## config.mk

```make
export PLATFORM = sky130hd
export DESIGN_NAME = pwr_seq_ctrl
export DESIGN_NICKNAME = d
export VERILOG_FILES = /design/src/rtl/pwr_seq_pkg.sv /design/src/rtl/pwr_sync.sv /design/src/rtl/pwr_hf_window.sv /design/src/rtl/pwr_rail_fsm.sv /design/src/rtl/pwr_seq_ctrl.sv
export SDC_FILE = /design/constraint.sdc
export NUM_CORES = 1
export LEC_CHECK = 0
export BUFFER_PORTS_ARGS = -buffer_cell sky130_fd_sc_hd__buf_2
export CORE_MARGIN = 5
export CORE_UTILIZATION = 54
export CTS_CLUSTER_SIZE = 16
export DETAILED_ROUTE_END_ITERATION = 12
export HOLD_SLACK_MARGIN = 0.08
export PLACE_DENSITY = 0.71
export SLEW_MARGIN = 40
export SYNTH_ARGS = -nofsm -noshare
export SYNTH_HDL_FRONTEND = slang
export SYNTH_SLANG_ARGS = --single-unit
```

## constraint.sdc

```tcl
create_clock -name clk -period 3.95 [get_ports clk]
set_input_delay 0.1975 -clock clk [delete_from_list [all_inputs] [get_ports clk]]
set_output_delay 0.1975 -clock clk [all_outputs]
set_load 0.1 [all_outputs]
```

## src/rtl/pwr_seq_pkg.sv

```systemverilog
package pwr_seq_pkg;

    typedef enum logic [2:0] {
        SQ_OFF       = 3'd0,
        SQ_BUCK_WAIT = 3'd1,
        SQ_PG_WAIT   = 3'd2,
        SQ_L2_WAIT   = 3'd3,
        SQ_ON        = 3'd4,
        SQ_DROP_L2   = 3'd5,
        SQ_DROP_BUCK = 3'd6
    } seq_state_e;

    function automatic int unsigned max3(int unsigned a, int unsigned b, int unsigned c);
        int unsigned m;
        m = (a > b) ? a : b;
        return (m > c) ? m : c;
    endfunction

endpackage

```

## src/rtl/pwr_sync.sv

```systemverilog
module pwr_sync #(
    parameter int W      = 3,
    parameter int STAGES = 2
) (
    input  logic         clk,
    input  logic         rst_n,
    input  logic [W-1:0] async_i,
    output logic [W-1:0] sync_o
);
    logic [W-1:0] stage_q [STAGES];

    generate
        for (genvar s = 0; s < STAGES; s++) begin : g_stage
            logic [W-1:0] stage_d;
            if (s == 0) begin : g_first
                always_comb stage_d = async_i;
            end else begin : g_next
                always_comb stage_d = stage_q[s-1];
            end
            always_ff @(posedge clk or negedge rst_n) begin
                if (!rst_n) stage_q[s] <= '0;
                else        stage_q[s] <= stage_d;
            end
        end
    endgenerate

    assign sync_o = stage_q[STAGES-1];
endmodule

```

## src/rtl/pwr_hf_window.sv

```systemverilog
module pwr_hf_window #(
    parameter int unsigned HF_WIN = 1000
) (
    input  logic clk,
    input  logic rst_n,
    input  logic hf_s_i,
    input  logic pwr_en_s_i,
    output logic win_open_o
);
    localparam int CW = $clog2(HF_WIN + 1);

    typedef struct packed {
        logic          hf_prev;
        logic [CW-1:0] cnt;
    } win_t;

    win_t cur_q, nxt_d;
    logic rise;

    assign rise = hf_s_i && !cur_q.hf_prev;

    always_comb begin
        nxt_d         = cur_q;
        nxt_d.hf_prev = hf_s_i;
        if (pwr_en_s_i)             nxt_d.cnt = '0;
        else if (rise)              nxt_d.cnt = CW'(HF_WIN);
        else if (cur_q.cnt != '0)   nxt_d.cnt = cur_q.cnt - 1'b1;
    end

    always_ff @(posedge clk or negedge rst_n) begin
        if (!rst_n) cur_q <= '0;
        else        cur_q <= nxt_d;
    end

    assign win_open_o = (cur_q.cnt != '0);

    AST_WIN_OPENS_ON_EDGE: assert property (@(posedge clk) disable iff (!rst_n)
        $rose(win_open_o) |-> $past(rise));
    AST_WIN_SHUT_BY_ENABLE: assert property (@(posedge clk) disable iff (!rst_n)
        pwr_en_s_i |=> !win_open_o);
endmodule

```

## src/rtl/pwr_rail_fsm.sv

```systemverilog
module pwr_rail_fsm
    import pwr_seq_pkg::*;
#(
    parameter int unsigned LDO1_DLY     = 10,
    parameter int unsigned LDO2_DLY     = 8,
    parameter int unsigned BUCK_OFF_DLY = 12
) (
    input  logic clk,
    input  logic rst_n,
    input  logic on_req_i,
    input  logic uv_ok_i,
    input  logic ldo1_pg_i,
    input  logic ldo2_want_i,
    output logic buck_o,
    output logic ldo1_o,
    output logic ldo2_o
);
    localparam int unsigned CMAX = max3(LDO1_DLY, LDO2_DLY, BUCK_OFF_DLY);
    localparam int CW = $clog2(CMAX + 1);

    typedef struct packed {
        seq_state_e    st;
        logic [CW-1:0] cnt;
        logic          buck;
        logic          ldo1;
        logic          ldo2;
    } rail_t;

    rail_t cur_q, nxt_d;

    always_comb begin
        nxt_d = cur_q;
        if (!uv_ok_i) begin
            nxt_d = '{st: SQ_OFF, cnt: '0, buck: 1'b0, ldo1: 1'b0, ldo2: 1'b0};
        end else begin
            unique case (cur_q.st)
                SQ_OFF: begin
                    if (on_req_i) begin
                        nxt_d.st   = SQ_BUCK_WAIT;
                        nxt_d.buck = 1'b1;
                        nxt_d.cnt  = CW'(LDO1_DLY - 1);
                    end
                end
                SQ_DROP_L2: begin
                    nxt_d.ldo2 = 1'b0;
                    nxt_d.cnt  = cur_q.cnt - 1'b1;
                    nxt_d.st   = SQ_DROP_BUCK;
                end
                SQ_DROP_BUCK: begin
                    if (cur_q.cnt == '0) begin
                        nxt_d.buck = 1'b0;
                        nxt_d.st   = SQ_OFF;
                    end else begin
                        nxt_d.cnt = cur_q.cnt - 1'b1;
                    end
                end
                default: begin
                    if (!on_req_i) begin
                        nxt_d.ldo1 = 1'b0;
                        nxt_d.st   = SQ_DROP_L2;
                        nxt_d.cnt  = CW'(BUCK_OFF_DLY - 1);
                    end else begin
                        case (cur_q.st)
                            SQ_BUCK_WAIT: begin
                                if (cur_q.cnt == '0) begin
                                    nxt_d.ldo1 = 1'b1;
                                    nxt_d.st   = SQ_PG_WAIT;
                                end else begin
                                    nxt_d.cnt = cur_q.cnt - 1'b1;
                                end
                            end
                            SQ_PG_WAIT: begin
                                if (ldo1_pg_i) begin
                                    nxt_d.st  = SQ_L2_WAIT;
                                    nxt_d.cnt = CW'(LDO2_DLY - 1);
                                end
                            end
                            SQ_L2_WAIT: begin
                                if (cur_q.cnt == '0) begin
                                    nxt_d.st   = SQ_ON;
                                    nxt_d.ldo2 = ldo2_want_i;
                                end else begin
                                    nxt_d.cnt = cur_q.cnt - 1'b1;
                                end
                            end
                            default: nxt_d.ldo2 = ldo2_want_i;
                        endcase
                    end
                end
            endcase
        end
    end

    always_ff @(posedge clk or negedge rst_n) begin
        if (!rst_n) cur_q <= '{st: SQ_OFF, cnt: '0, buck: 1'b0, ldo1: 1'b0, ldo2: 1'b0};
        else        cur_q <= nxt_d;
    end

    assign buck_o = cur_q.buck;
    assign ldo1_o = cur_q.ldo1;
    assign ldo2_o = cur_q.ldo2;

    AST_LDO1_UNDER_BUCK: assert property (@(posedge clk) disable iff (!rst_n)
        ldo1_o |-> buck_o);
    AST_LDO2_UNDER_BUCK: assert property (@(posedge clk) disable iff (!rst_n)
        ldo2_o |-> buck_o);
    AST_LDO2_RISES_AFTER_LDO1: assert property (@(posedge clk) disable iff (!rst_n)
        $rose(ldo2_o) |-> ldo1_o);
    AST_UV_CUTS_ALL: assert property (@(posedge clk) disable iff (!rst_n)
        !uv_ok_i |=> (!buck_o && !ldo1_o && !ldo2_o));
    AST_BUCK_DROPS_LAST: assert property (@(posedge clk) disable iff (!rst_n)
        $fell(buck_o) |-> (!ldo1_o && !ldo2_o));
    AST_BUCK_NEEDS_REQUEST: assert property (@(posedge clk) disable iff (!rst_n)
        $rose(buck_o) |-> ($past(on_req_i) && $past(uv_ok_i)));
endmodule

```

## src/rtl/pwr_seq_ctrl.sv

```systemverilog
module pwr_seq_ctrl #(
    parameter int unsigned HF_WIN       = 327_500_000,
    parameter int unsigned LDO1_DLY     = 17_500,
    parameter int unsigned LDO2_DLY     = 12_500,
    parameter int unsigned BUCK_OFF_DLY = 12_500
) (
    input  logic clk,
    input  logic rst_n,
    input  logic pwr_en_i,
    input  logic hf_trig_i,
    input  logic ldo2_off_i,
    input  logic uv_ok_i,
    input  logic ldo1_pg_i,
    output logic buck_en_o,
    output logic ldo1_en_o,
    output logic ldo2_en_o
);
    localparam int NSYNC = 3;

    logic [NSYNC-1:0] raw_in, synced;
    logic pwr_en_s, hf_s, ldo2_off_s;
    logic win_open, on_req;

    assign raw_in = {pwr_en_i, hf_trig_i, ldo2_off_i};
    assign {pwr_en_s, hf_s, ldo2_off_s} = synced;

    pwr_sync #(.W(NSYNC), .STAGES(2)) u_sync (
        .clk(clk), .rst_n(rst_n), .async_i(raw_in), .sync_o(synced)
    );

    pwr_hf_window #(.HF_WIN(HF_WIN)) u_win (
        .clk(clk), .rst_n(rst_n), .hf_s_i(hf_s), .pwr_en_s_i(pwr_en_s),
        .win_open_o(win_open)
    );

    assign on_req = pwr_en_s || win_open;

    pwr_rail_fsm #(
        .LDO1_DLY(LDO1_DLY), .LDO2_DLY(LDO2_DLY), .BUCK_OFF_DLY(BUCK_OFF_DLY)
    ) u_fsm (
        .clk(clk), .rst_n(rst_n), .on_req_i(on_req), .uv_ok_i(uv_ok_i),
        .ldo1_pg_i(ldo1_pg_i), .ldo2_want_i(!ldo2_off_s),
        .buck_o(buck_en_o), .ldo1_o(ldo1_en_o), .ldo2_o(ldo2_en_o)
    );

    AST_LDO2_OBEYS_REQUEST: assert property (@(posedge clk) disable iff (!rst_n)
        $rose(ldo2_en_o) |-> !$past(ldo2_off_s));
    AST_OFF_WITHOUT_REQUEST: assert property (@(posedge clk) disable iff (!rst_n)
        (!on_req && !buck_en_o) |=> !buck_en_o);
endmodule

```

==> flow_summary.html <==
<table>
<tr><th>Metric</th><th>Value</th></tr>
<tr><th colspan="2">Floorplanning</th></tr>
<tr><td>Row count</td><td>29</td></tr>
<tr><td>Chip Width</td><td>91.3 µm</td></tr>
<tr><td>Die span in y</td><td>91.3 µm</td></tr>
<tr><td>Die area</td><td>0.00833 mm²</td></tr>
<tr><td>Number of top-level pins</td><td>10</td></tr>
<tr><td>Initial Util</td><td>55.8%</td></tr>
<tr><td>Std-Cell Core Area</td><td>0.00639 mm²</td></tr>
<tr><th colspan="2">Yosys</th></tr>
<tr><td>Top cell type's share of synthesized area</td><td>40.0%</td></tr>
<tr><td>Leading cell type by number of instances after synthesis</td><td>dfrtp_1</td></tr>
<tr><td>Count of flip-flops with a built-in enable after synthesis</td><td>0</td></tr>
<tr><td>Synth top area cells</td><td>dfrtp_1, xor2_1, nor2_1</td></tr>
<tr><td>Top cells by count, synth</td><td>dfrtp_1, nor2_1, nand2_1, xor2_1, nand3_1</td></tr>
<tr><td>Post-Synthesis Mean Instance Area</td><td>8.80 µm²</td></tr>
<tr><td>Count of yosys warnings during synthesis</td><td>0</td></tr>
<tr><td>Count of distinct cell types in the synthesized netlist</td><td>62</td></tr>
<tr><td>Post-synthesis sequential area ratio</td><td>40.0%</td></tr>
<tr><td>Post-Syn Area</td><td>0.00356 mm²</td></tr>
<tr><td>Syn nets</td><td>416</td></tr>
<tr><td>Main synth FF type</td><td>dfrtp_1</td></tr>
<tr><td>Library cell with the largest summed area after synthesis</td><td>dfrtp_1</td></tr>
<tr><td>Count of mapped cells out of synthesis</td><td>405</td></tr>
<tr><td>Synthesized flop and latch total</td><td>57</td></tr>
<tr><td>Async set-or-reset flop fraction in the synthesized netlist</td><td>100%</td></tr>
<tr><th colspan="2">Place</th></tr>
<tr><td>RePlAce Congestion</td><td>0.888</td></tr>
<tr><td>Port Buffers</td><td>9</td></tr>
<tr><td>Half-perimeter wire length of the detailed placement result</td><td>5.95 mm</td></tr>
<tr><td>Cell area after placement</td><td>0.00370 mm²</td></tr>
<tr><td>Pre-CTS setup slack</td><td>0.868 ns</td></tr>
<tr><th colspan="2">Timing</th></tr>
<tr><td>Worst hold slack</td><td>0.287 ns</td></tr>
<tr><td>Unrepaired setup endpoints after global routing</td><td>false</td></tr>
<tr><td>Tightest Pin Transition</td><td>0.771 ns</td></tr>
<tr><td>Crit share post-route</td><td>78.9%</td></tr>
<tr><td>Max Fclk</td><td>0.321 GHz</td></tr>
<tr><td>Final worst clock skew</td><td>0.0115 ns</td></tr>
<tr><td>Final-layout setup total negative slack</td><td>0 ns</td></tr>
<tr><td>Max-slew violations</td><td>0</td></tr>
<tr><td>Worst Setup Slack, final</td><td>0.832 ns</td></tr>
<tr><td>Final critical-path required period</td><td>3.12 ns</td></tr>
<tr><td>Number of endpoints with negative hold slack in the final report</td><td>0</td></tr>
<tr><td>Setup violation total in the final timing report</td><td>0</td></tr>
<tr><td>Max-slew headroom at the worst pin</td><td>47.9%</td></tr>
<tr><th colspan="2">Drt</th></tr>
<tr><td>Violation count after the first detailed-routing iteration</td><td>317</td></tr>
<tr><td>Post-detailed-route wirelength per cell</td><td>17.3 µm</td></tr>
<tr><td>Count of TritonRoute iterations in the first routing pass</td><td>5</td></tr>
<tr><td>Count of nets left with antenna violations after detail routing</td><td>0</td></tr>
<tr><td>Count of unresolved DRC violations after routing</td><td>0</td></tr>
<tr><td>Detail-routed via count per cell</td><td>6.39</td></tr>
<tr><td>Wire length reported by the detailed router</td><td>8.62 mm</td></tr>
<tr><td>Vias post-DR</td><td>3188</td></tr>
<tr><th colspan="2">Worst setup path</th></tr>
<tr><td>Family with the most delay on the worst path</td><td>simple AND/OR/NAND/NOR gates</td></tr>
<tr><td>Delay of the slowest cell on the worst path</td><td>0.54 ns</td></tr>
<tr><td>Crit path buf inv count</td><td>2</td></tr>
<tr><td>Most frequent CP cell</td><td>buf_4</td></tr>
<tr><td>Required arrival time at the worst endpoint</td><td>4.21 ns</td></tr>
<tr><td>Crit path launch type</td><td>register</td></tr>
<tr><td>CP Max Fanout</td><td>9</td></tr>
<tr><td>Cell type of the slowest stage on the worst timing path</td><td>or4b_1</td></tr>
<tr><td>Cells along the critical path</td><td>nor4_2 &gt; or4bb_1 &gt; nor4_4 &gt; buf_4 &gt; mux2i_1 &gt; buf_4 &gt; or4b_1 &gt; a41oi_2</td></tr>
<tr><td>Category of the most critical setup path</td><td>reg2reg</td></tr>
<tr><td>Critical path data arrival time</td><td>3.37 ns</td></tr>
<tr><td>Element type at the critical path end</td><td>register</td></tr>
<tr><th colspan="2">GRT</th></tr>
<tr><td>Initial antenna violation count</td><td>0</td></tr>
<tr><td>Vias in the first global route</td><td>2861</td></tr>
<tr><td>Sum of overflow across all layers after global routing</td><td>0</td></tr>
<tr><td>First-pass GRT wire length</td><td>14.5 mm</td></tr>
<tr><td>Largest net degree at the start of global routing</td><td>40</td></tr>
<tr><td>Gr usage total</td><td>21.3%</td></tr>
<tr><th colspan="2">Power</th></tr>
<tr><td>Static leakage power</td><td>1.72 nW</td></tr>
<tr><td>Highest ir drop seen on vdd</td><td>0.000390 V</td></tr>
<tr><td>Cell area power density</td><td>703 mW/mm²</td></tr>
<tr><th colspan="2">Layout</th></tr>
<tr><td>Layout fillers</td><td>529</td></tr>
<tr><td>Non-Filler Cell Area, Final</td><td>0.00397 mm²</td></tr>
<tr><td>Ant diodes</td><td>0</td></tr>
<tr><td>Fraction of layout instances using a drive strength above 1</td><td>11.1%</td></tr>
<tr><td>Area delta synth-&gt;final</td><td>11.3%</td></tr>
<tr><td>Final Core Density</td><td>62.1%</td></tr>
<tr><td># nets final</td><td>428</td></tr>
<tr><th colspan="2">CTS</th></tr>
<tr><td>Clock sink total</td><td>57</td></tr>
<tr><td>Clk buf depth</td><td>2</td></tr>
<tr><td>Clock-pin slew of the registers on the worst-case setup and hold paths</td><td>0.07 ns</td></tr>
<tr><td>Clock root buffer</td><td>clkbuf_8</td></tr>
<tr><td>Number of buffers added for setup after CTS</td><td>0</td></tr>
<tr><td>Skew-Pair Late Insertion Delay</td><td>0.34 ns</td></tr>
<tr><td>Total clock buffers created by CTS</td><td>9</td></tr>
<tr><td>TritonCTS clock tree</td><td>built</td></tr>
<tr><td>CTS H-tree lvls</td><td>3</td></tr>
<tr><th colspan="2">Flow run</th></tr>
<tr><td>Max-cap check violation count</td><td>0</td></tr>
<tr><th colspan="2">Min path</th></tr>
<tr><td>HP Class</td><td>in2reg</td></tr>
<tr><th colspan="2">Outcome</th></tr>
<tr><td>Result of the run</td><td>complete, no violations</td></tr>
</table>
-- sequential cells by signal, indices dropped and copies added (netlist names) --
signal	cells
u_sync.sync_o	3
u_fsm.cur_q	18
u_fsm.buck_o	1
u_win.cur_q	30
u_fsm.ldo2_o	1
u_sync.g_stage.stage_d	3
u_fsm.ldo1_o	1
-- final timing paths --
path	from	to	slack, ns	depth (start not counted)
max in group asynchronous	rst_n	u_win.cur_q[3]$_DFFE_PN0P_	2.76	3
hold / removal	uv_ok_i	u_fsm.cur_q[13]$_DFFE_PN0P_	0.29	3
min in group asynchronous	rst_n	u_fsm.cur_q[5]$_DFFE_PN0P_	0.34	2
setup reg to reg	u_win.cur_q[24]$_DFFE_PN0P_	u_fsm.cur_q[13]$_DFFE_PN0P_	0.83	8
hold reg to reg	u_sync.g_stage[1].stage_d[2]$_DFF_PN0_	u_sync.sync_o[2]$_DFF_PN0_	0.35	0
setup / recovery	u_win.cur_q[24]$_DFFE_PN0P_	u_fsm.cur_q[13]$_DFFE_PN0P_	0.83	8
-- tightest hold or removal path: cells and delay by family --
kind                   cells  cell delay (ns)
buffers and inverters      1             0.22
and+or+nand+nor            1             0.13
AOI/OAI and AO/OA          1             0.04
-- layout make-up --
| type | count | area (µm²) | share of cell area [%] |
|---|---|---|---|
| inverter | 6 | 22.5 | 0.568 |
| timing repair buffer | 23 | 160 | 4.04 |
| clock inverter | 5 | 78.8 | 1.99 |
| clock buffer | 11 | 141 | 3.56 |
| sequential | 57 | 1430 | 36.0 |
| tap | 77 | 96.3 | 2.43 |
| multi-input combinational | 320 | 2040 | 51.5 |
-- logic make-up (layout without fill, tap and decap cells) --
family | count (synthesis) | in the layout | share of synthesized area [%]
buffers and inverters | 28 | 45 | 2.98
DFF | 57 | 57 | 40.0
AOI/OAI and AO/OA | 86 | 86 | 16.3
adders and majority gates | 5 | 5 | 1.68
muxes | 4 | 4 | 1.16
and+or+nand+nor | 196 | 196 | 30.7
xor gates and xnor gates | 29 | 29 | 7.13
-- layer usage --
metal,up-vias,share of wire [%],global-route usage (%)
li1,1518,-,-
met1,1522,50,34.6
met3,12,6.5,4.38
met5,-,0,0
met2,136,42,27.9
met4,0,1.3,6.85
-- placed cells by master, fill, tap and decap left out, types with 4 or more instances in the layout --
cell type	count
dfrtp_1	57
nor2_1	43
nand2_1	38
xor2_1	24
nand3_1	22
a21oi_1	21
nor3_1	16
o21ai_0	15
nor2b_1	11
nand4_1	10
clkbuf_8	10
buf_4	10
buf_2	9
nand2b_1	6
nand4b_1	6
a211oi_1	6
or3_1	6
inv_1	5
or4_1	5
nor4_1	5
xnor2_1	5
o211ai_1	5
nor4_2	4
a32o_1	4
ha_1	4
dlygate4sd3_1	4
-- stage by stage --
step / cells / power [W]
after floorplan: 405 / 0.00184
after global placement: 479 / 0.00213
after detailed placement: 479 / 0.00214
after CTS: 499 / 0.00276
after global routing: 499 / 0.00298
final: 499 / 0.00279
-- report_power, final --
group	switching, W	internal (W)
Combinational	0.000753	0.000511
Sequential	0.000208	0.000708
Clock	0.000235	0.000371
Total	0.00120	0.00159
-- timing repair --
action	4_1_cts	5_1_grt
hold buffers	4	0
gates resized for setup	0	0
hold endpoints to repair	21	0
Power figures use the tool's default switching activity.
